==> config.mk <==
export PLATFORM = sky130hd
export DESIGN_NAME = acu_tm
export DESIGN_NICKNAME = d
export VERILOG_FILES = /design/src/rtl/acu_pkg.sv /design/src/rtl/acu_seq.sv /design/src/rtl/acu_shift.sv /design/src/rtl/acu_addsub.sv /design/src/rtl/acu_tm.sv
export SDC_FILE = /design/constraint.sdc
export NUM_CORES = 1
export LEC_CHECK = 0
export BUFFER_PORTS_ARGS = -buffer_cell sky130_fd_sc_hd__buf_2
export CAP_MARGIN = 20
export CORE_MARGIN = 2
export CORE_UTILIZATION = 40
export CTS_BUF_LIST = sky130_fd_sc_hd__clkbuf_4
export DETAILED_ROUTE_END_ITERATION = 12
export PLACE_DENSITY = 0.6
export SYNTH_ARGS = -nofsm -noshare
export SYNTH_HDL_FRONTEND = slang
export SYNTH_SLANG_ARGS = --single-unit
export TNS_END_PERCENT = 20
==> constraint.sdc <==
create_clock -name clk -period 3.27 [get_ports clk]
set_input_delay 0.1635 -clock clk [delete_from_list [all_inputs] [get_ports clk]]
set_output_delay 0.1635 -clock clk [all_outputs]
set_load 0.02 [all_outputs]
==> src/rtl/acu_pkg.sv <==
package acu_pkg;

  // Sequencer phase; one phase per emitted equation
  typedef enum logic [1:0] {
    PH_IDLE = 2'd0,
    PH_A    = 2'd1,
    PH_BW   = 2'd2,
    PH_BR   = 2'd3
  } phase_t;

  // Constant folded into the adder
  typedef enum logic [1:0] {
    OFS_ZERO = 2'd0,
    OFS_INC  = 2'd1,
    OFS_DEC  = 2'd2
  } ofs_t;

  localparam logic [1:0] TAG_A  = 2'd0;
  localparam logic [1:0] TAG_BW = 2'd1;
  localparam logic [1:0] TAG_BR = 2'd2;

  // Datapath control word for one cycle
  typedef struct packed {
    logic       active;
    logic       sel_b;
    logic       shift1;
    ofs_t       ofs;
    logic [1:0] tag;
  } ctl_t;

endpackage

==> src/rtl/acu_seq.sv <==
module acu_seq
  import acu_pkg::*;
(
  input  logic clk,
  input  logic rst_n,
  input  logic start,
  output logic load,
  output ctl_t ctl
);

  phase_t state_q;
  phase_t state_n;

  assign load = start && (state_q == PH_IDLE);

  // next-state process
  always_comb begin
    state_n = state_q;
    unique case (state_q)
      PH_IDLE: if (load) state_n = PH_A;
      PH_A:    state_n = PH_BW;
      PH_BW:   state_n = PH_BR;
      PH_BR:   state_n = PH_IDLE;
      default: state_n = PH_IDLE;
    endcase
  end

  // state register
  always_ff @(posedge clk or negedge rst_n) begin
    if (!rst_n) state_q <= PH_IDLE;
    else        state_q <= state_n;
  end

  // decode of the current phase into the shared datapath controls
  always_comb begin
    ctl = '{active: 1'b0, sel_b: 1'b0, shift1: 1'b0, ofs: OFS_ZERO, tag: TAG_A};
    unique case (state_q)
      PH_A:    ctl = '{active: 1'b1, sel_b: 1'b0, shift1: 1'b1, ofs: OFS_INC,  tag: TAG_A};
      PH_BW:   ctl = '{active: 1'b1, sel_b: 1'b1, shift1: 1'b0, ofs: OFS_ZERO, tag: TAG_BW};
      PH_BR:   ctl = '{active: 1'b1, sel_b: 1'b1, shift1: 1'b0, ofs: OFS_DEC,  tag: TAG_BR};
      default: ;
    endcase
  end


  busy_start_ignored_chk: assert property (@(posedge clk) disable iff (!rst_n)
    (state_q != PH_IDLE) |=> (state_q != PH_A))
    else $error("start accepted while busy");


  phase_order_chk: assert property (@(posedge clk) disable iff (!rst_n)
    (state_q == PH_A) |=> (state_q == PH_BW))
    else $error("phase order broken");

endmodule

==> src/rtl/acu_shift.sv <==
module acu_shift #(
  parameter int IN_W  = 9,
  parameter int OUT_W = 16,
  parameter int SH_W  = 1
) (
  input  logic [IN_W-1:0]  din,
  input  logic [SH_W-1:0]  sh,
  output logic [OUT_W-1:0] dout
);

  localparam int N_SH = 1 << SH_W;

  logic [OUT_W-1:0] cand [N_SH];

  // one candidate per shift mode, picked by the mode input
  for (genvar k = 0; k < N_SH; k++) begin : g_mode
    assign cand[k] = OUT_W'(din) << k;
  end

  assign dout = cand[sh];

endmodule

==> src/rtl/acu_addsub.sv <==
module acu_addsub
  import acu_pkg::*;
#(
  parameter int W = 16
) (
  input  logic [W-1:0] a,
  input  logic [W-1:0] b,
  input  ofs_t         ofs,
  output logic [W-1:0] sum
);

  logic [W-1:0] k;

  // offset as a third operand: +1, 0 or all ones (-1)
  always_comb begin
    unique case (ofs)
      OFS_INC: k = W'(1);
      OFS_DEC: k = '1;
      default: k = '0;
    endcase
  end

  assign sum = a + b + k;

endmodule

==> src/rtl/acu_tm.sv <==
module acu_tm
  import acu_pkg::*;
#(
  parameter int ITER_W = 9,
  parameter int ADDR_W = 16
) (
  input  logic              clk,
  input  logic              rst_n,
  input  logic              start_i,
  input  logic [ITER_W-1:0] iter_i,
  input  logic [ADDR_W-1:0] base_a_i,
  input  logic [ADDR_W-1:0] base_b_i,
  output logic [ADDR_W-1:0] addr_o,
  output logic [1:0]        tag_o,
  output logic              vld_o,
  output logic              oor_o
);

  localparam int SH_W = 1;

  // reset: asserted asynchronously, released on a clock edge
  logic rst_meta_q, rst_sync_q;
  always_ff @(posedge clk or negedge rst_n) begin
    if (!rst_n) begin
      rst_meta_q <= 1'b0;
      rst_sync_q <= 1'b0;
    end else begin
      rst_meta_q <= 1'b1;
      rst_sync_q <= rst_meta_q;
    end
  end

  logic load;
  ctl_t ctl;

  acu_seq u_seq (
    .clk   (clk),
    .rst_n (rst_sync_q),
    .start (start_i),
    .load  (load),
    .ctl   (ctl)
  );

  // operand capture, enabled by an accepted start only
  logic [ITER_W-1:0] iter_q, iter_n;
  logic [ADDR_W-1:0] ba_q, ba_n, bb_q, bb_n;

  always_comb begin
    iter_n = iter_q;
    ba_n   = ba_q;
    bb_n   = bb_q;
    if (load) begin
      iter_n = iter_i;
      ba_n   = base_a_i;
      bb_n   = base_b_i;
    end
  end

  always_ff @(posedge clk or negedge rst_sync_q) begin
    if (!rst_sync_q) begin
      iter_q <= '0;
      ba_q   <= '0;
      bb_q   <= '0;
    end else begin
      iter_q <= iter_n;
      ba_q   <= ba_n;
      bb_q   <= bb_n;
    end
  end

  // shared datapath: base mux, mode-switched shifter, offset adder
  logic [ADDR_W-1:0] base_sel, idx_term, sum;

  assign base_sel = ctl.sel_b ? bb_q : ba_q;

  acu_shift #(.IN_W(ITER_W), .OUT_W(ADDR_W), .SH_W(SH_W)) u_shift (
    .din  (iter_q),
    .sh   (SH_W'(ctl.shift1)),
    .dout (idx_term)
  );

  acu_addsub #(.W(ADDR_W)) u_add (
    .a   (base_sel),
    .b   (idx_term),
    .ofs (ctl.ofs),
    .sum (sum)
  );

  // output registers
  logic [ADDR_W-1:0] addr_q, addr_n;
  logic [1:0]        tag_q, tag_n;
  logic              vld_q, vld_n, oor_q, oor_n;

  always_comb begin
    addr_n = addr_q;
    tag_n  = tag_q;
    vld_n  = ctl.active;
    oor_n  = ctl.active && (ctl.tag == TAG_BR) && (iter_q == '0);
    if (ctl.active) begin
      addr_n = sum;
      tag_n  = ctl.tag;
    end
  end

  always_ff @(posedge clk or negedge rst_sync_q) begin
    if (!rst_sync_q) begin
      addr_q <= '0;
      tag_q  <= TAG_A;
      vld_q  <= 1'b0;
      oor_q  <= 1'b0;
    end else begin
      addr_q <= addr_n;
      tag_q  <= tag_n;
      vld_q  <= vld_n;
      oor_q  <= oor_n;
    end
  end

  assign addr_o = addr_q;
  assign tag_o  = tag_q;
  assign vld_o  = vld_q;
  assign oor_o  = oor_q;


  tag_a_then_bw_chk: assert property (@(posedge clk) disable iff (!rst_sync_q)
    (vld_o && tag_o == TAG_A) |=> (vld_o && tag_o == TAG_BW))
    else $error("B write did not follow A");


  tag_bw_then_br_chk: assert property (@(posedge clk) disable iff (!rst_sync_q)
    (vld_o && tag_o == TAG_BW) |=> (vld_o && tag_o == TAG_BR))
    else $error("B read did not follow B write");


  vld_ends_after_br_chk: assert property (@(posedge clk) disable iff (!rst_sync_q)
    (vld_o && tag_o == TAG_BR) |=> !vld_o)
    else $error("valid held past the third address");


  oor_only_br_chk: assert property (@(posedge clk) disable iff (!rst_sync_q)
    oor_o |-> (vld_o && tag_o == TAG_BR))
    else $error("out-of-range flag on wrong output");


  br_below_bw_chk: assert property (@(posedge clk) disable iff (!rst_sync_q)
    (vld_o && tag_o == TAG_BR) |-> (addr_o == $past(addr_o) - ADDR_W'(1)))
    else $error("B read address not one below B write");

endmodule

==> run metrics <==
FF+latch count, synth 65; max cap viols 0; Clock Tree Buf Depth 2; simple-gate share of the synthesized area 8.47%; vias per cell 4.80; Die ar. 10400 um^2; row count 35; Detailed Place HPWL 6210 um; worst slew pin tran 0.908 ns; setup_tns -0.151 ns; Worst path max stage delay 0.49 ns; RSZ-0062 raised after global routing true; crit-path max FO 5; clk slew on worst S/H paths 0.10 ns; via count 2964; largest net degree at the start of global routing 43; Area after DPL 4580 um^2; sequential element share of the synthesized area 42.3%; initial antenna violation count 0; synthesized instance count 334; XOR/XNOR share of the synthesized area 1.82%; post-synthesis mux area share 19.4%; Hold Crit Class in2reg; Setup CP Type reg2reg; Final Skew 0.0167 ns; adder-cell share of the synthesized area 13.9%; CTS Root Cell clkbuf_4; layout cells sized above 1 42.6%; Yosys top cell area share 42.3%; delay-heaviest family, CP adder cells; Finished Cell Area 5390 um^2; share of synthesized registers carrying an async set or reset 100%; CTS Buf Count 9; CORE AREA 9280 um^2; Total GRT Usage 17.9%; Syn-to-layout area delta 40.2%; Main synth FF type dfrtp_1; Relative slew margins 39.5%; leading area contributor after synthesis dfrtp_1; Initial Utilization 41.4%; Post-synth EDFFs 0; WP buf/inv 2; Total Nets Final 563; status finished with violations; post-layout minimum cycle time 3.33 ns; Fmax 0.300 GHz; post-synth net total 414; WP data arrival 3.68 ns; RePlAce Congestion 0.788; fillers 822; Synth area leaders dfrtp_1 (42%), mux2_2 (15%), ha_1 (8.1%); Ys Warns 0; Netlist cell types 47; Ports 64; Setup-failing EPs final 5; vias in the first global route 2998; TritonCTS clock tree built; largest family of logic cells by synthesized area multiplexers; final hold vios 0; Clock Latency Late Sink 0.41 ns; Worst Slack Setup Final -0.0622 ns; DR WL/cell 14.2 um; CP Capture Type flop; dpl ws -0.0899 ns; Compound-Gate Fraction of Synth Area 10.2%; Synth Cell Area 3840 um^2; CP required 3.61 ns; register area 1630 um^2; IO Port Bufs 63; DRC viols 0; Die H 102 um; CP max-delay cell o211ai_1; violated checks setup timing; ANT cells 0; DRT Wirelength 8730 um; DIE WIDTH 102 um; 1st-iter DRT viols 61; CTS Sinks 65; nature of the critical path startpoint flop; antenna-violating nets left 0; Pins Over Slew Limit 0; fin crit share 102%; crit-path cells ha_4 -> nor2_4 -> buf_12 -> mux2i_1 -> fa_1 -> inv_1 -> ha_1 -> nor2b_2 -> o211ai_1 -> a21boi_2 -> or4_1 -> nand3_1; multi-input logic area 2210 um^2; first drt pass iteration count 4; GRT overflow 0; most frequent cell after synthesis dfrtp_1; first-pass GRT wire length 14300 um; H-tree depth 3; most instantiated cells after synthesis dfrtp_1 (65), mux2_2 (51), inv_1 (27); synthesized area per cell 11.5 um^2
[through the flow]
step                      hold slack [ns]  util, %  instances
after floorplan                    -0.132        -        334
after global placement            -0.0497     49.3        547
after detailed placement          -0.0508     49.3        547
after CTS                         0.00276     56.4        609
after global routing                0.140     58.0        617
final                               0.132     58.0        617
[worst paths after layout]
path	start	end	slack, ns	cells after the start
max	u_seq.state_q[1]	addr_o[9]	-0.06	12
min in group asynchronous	rst_sync_q	bb_q[10]	0.41	0
max reg2reg	u_seq.state_q[1]	addr_o[9]	-0.06	12
min reg2reg	rst_meta_q	rst_sync_q	0.37	0
min	start_i	u_seq.state_q[0]	0.13	3
max in group asynchronous	rst_sync_q	addr_o[9]	2.02	1
[flip-flops by register name (all words and copies together), names as in the netlist]
register and cells:
rst_meta_q 1, addr_o 16, u_seq.state_q 2, rst_sync_q 1, tag_o 2, ba_q 16, vld_o 1, bb_q 16
oor_o 1, iter_q 9
[layout make-up]
| type | count | share of cell area, % |
|---|---|---|
| Clock buffer | 10 | 1.39 |
| Clock inverter | 6 | 1.11 |
| Inverter | 27 | 1.95 |
| Multi-Input combinational cell | 230 | 41.1 |
| Sequential cell | 65 | 30.3 |
| Tap cell | 129 | 3.00 |
| Timing Repair Buffer | 150 | 21.2 |
[metal layers]
layer | up-vias | track usage [%] | share of wire [%]
met5 | - | 0 | 0
met4 | 0 | 7.79 | 2.1
met3 | 17 | 3.28 | 2.6
met2 | 54 | 28.8 | 47
met1 | 1401 | 23.9 | 48
li1 | 1492 | - | -
[cell usage in the layout (no fill, tap or decap), types with 4 or more instances in the layout]
master,synthesis,layout
dfrtp_1,65,62
nor3_1,4,4
clkbuf_4,0,10
or4_1,4,4
fa_1,11,9
buf_2,2,63
xor2_1,6,6
ha_4,0,4
nand2b_1,4,4
mux2i_2,0,5
dlygate4sd3_1,0,43
buf_4,0,38
a21o_1,4,4
nand3_1,5,5
nand2_1,20,20
o21ai_0,14,12
ha_1,25,19
inv_1,27,24
a21oi_1,14,12
mux2_2,51,50
mux2i_1,17,10
[cell families (layout without fill, tap and decap cells)]
group / count (synthesis) / after routing
adders and majority gates: 36 / 36
muxes: 68 / 68
DFF: 65 / 65
other: 1 / 1
and+or+nand+nor: 60 / 60
AOI/OAI and AO/OA: 57 / 57
buffers and inverters: 39 / 193
xor gates and xnor gates: 8 / 8
[repair_timing]
item,CTS,global route
hold buffers,42,1
pin swaps,8,13
endpoints found under the setup margin,4,10
setup buffers,3,7
hold endpoints to repair,43,2
gates resized for setup,14,18
gates cloned,1,0
[worst register-to-register path, stage by stage (launching register included)]
cell	delay (ns)
dfrtp_2	0.47
ha_4	0.19
nor2_4	0.13
buf_12	0.14
mux2i_1	0.29
fa_1	0.46
inv_1	0.07
ha_1	0.24
nor2b_2	0.17
o211ai_1	0.49
a21boi_2	0.11
or4_1	0.42
nand3_1	0.09
Power is not shown: default switching activity piles up to over one toggle a cycle in this logic, so the estimate is an artifact.
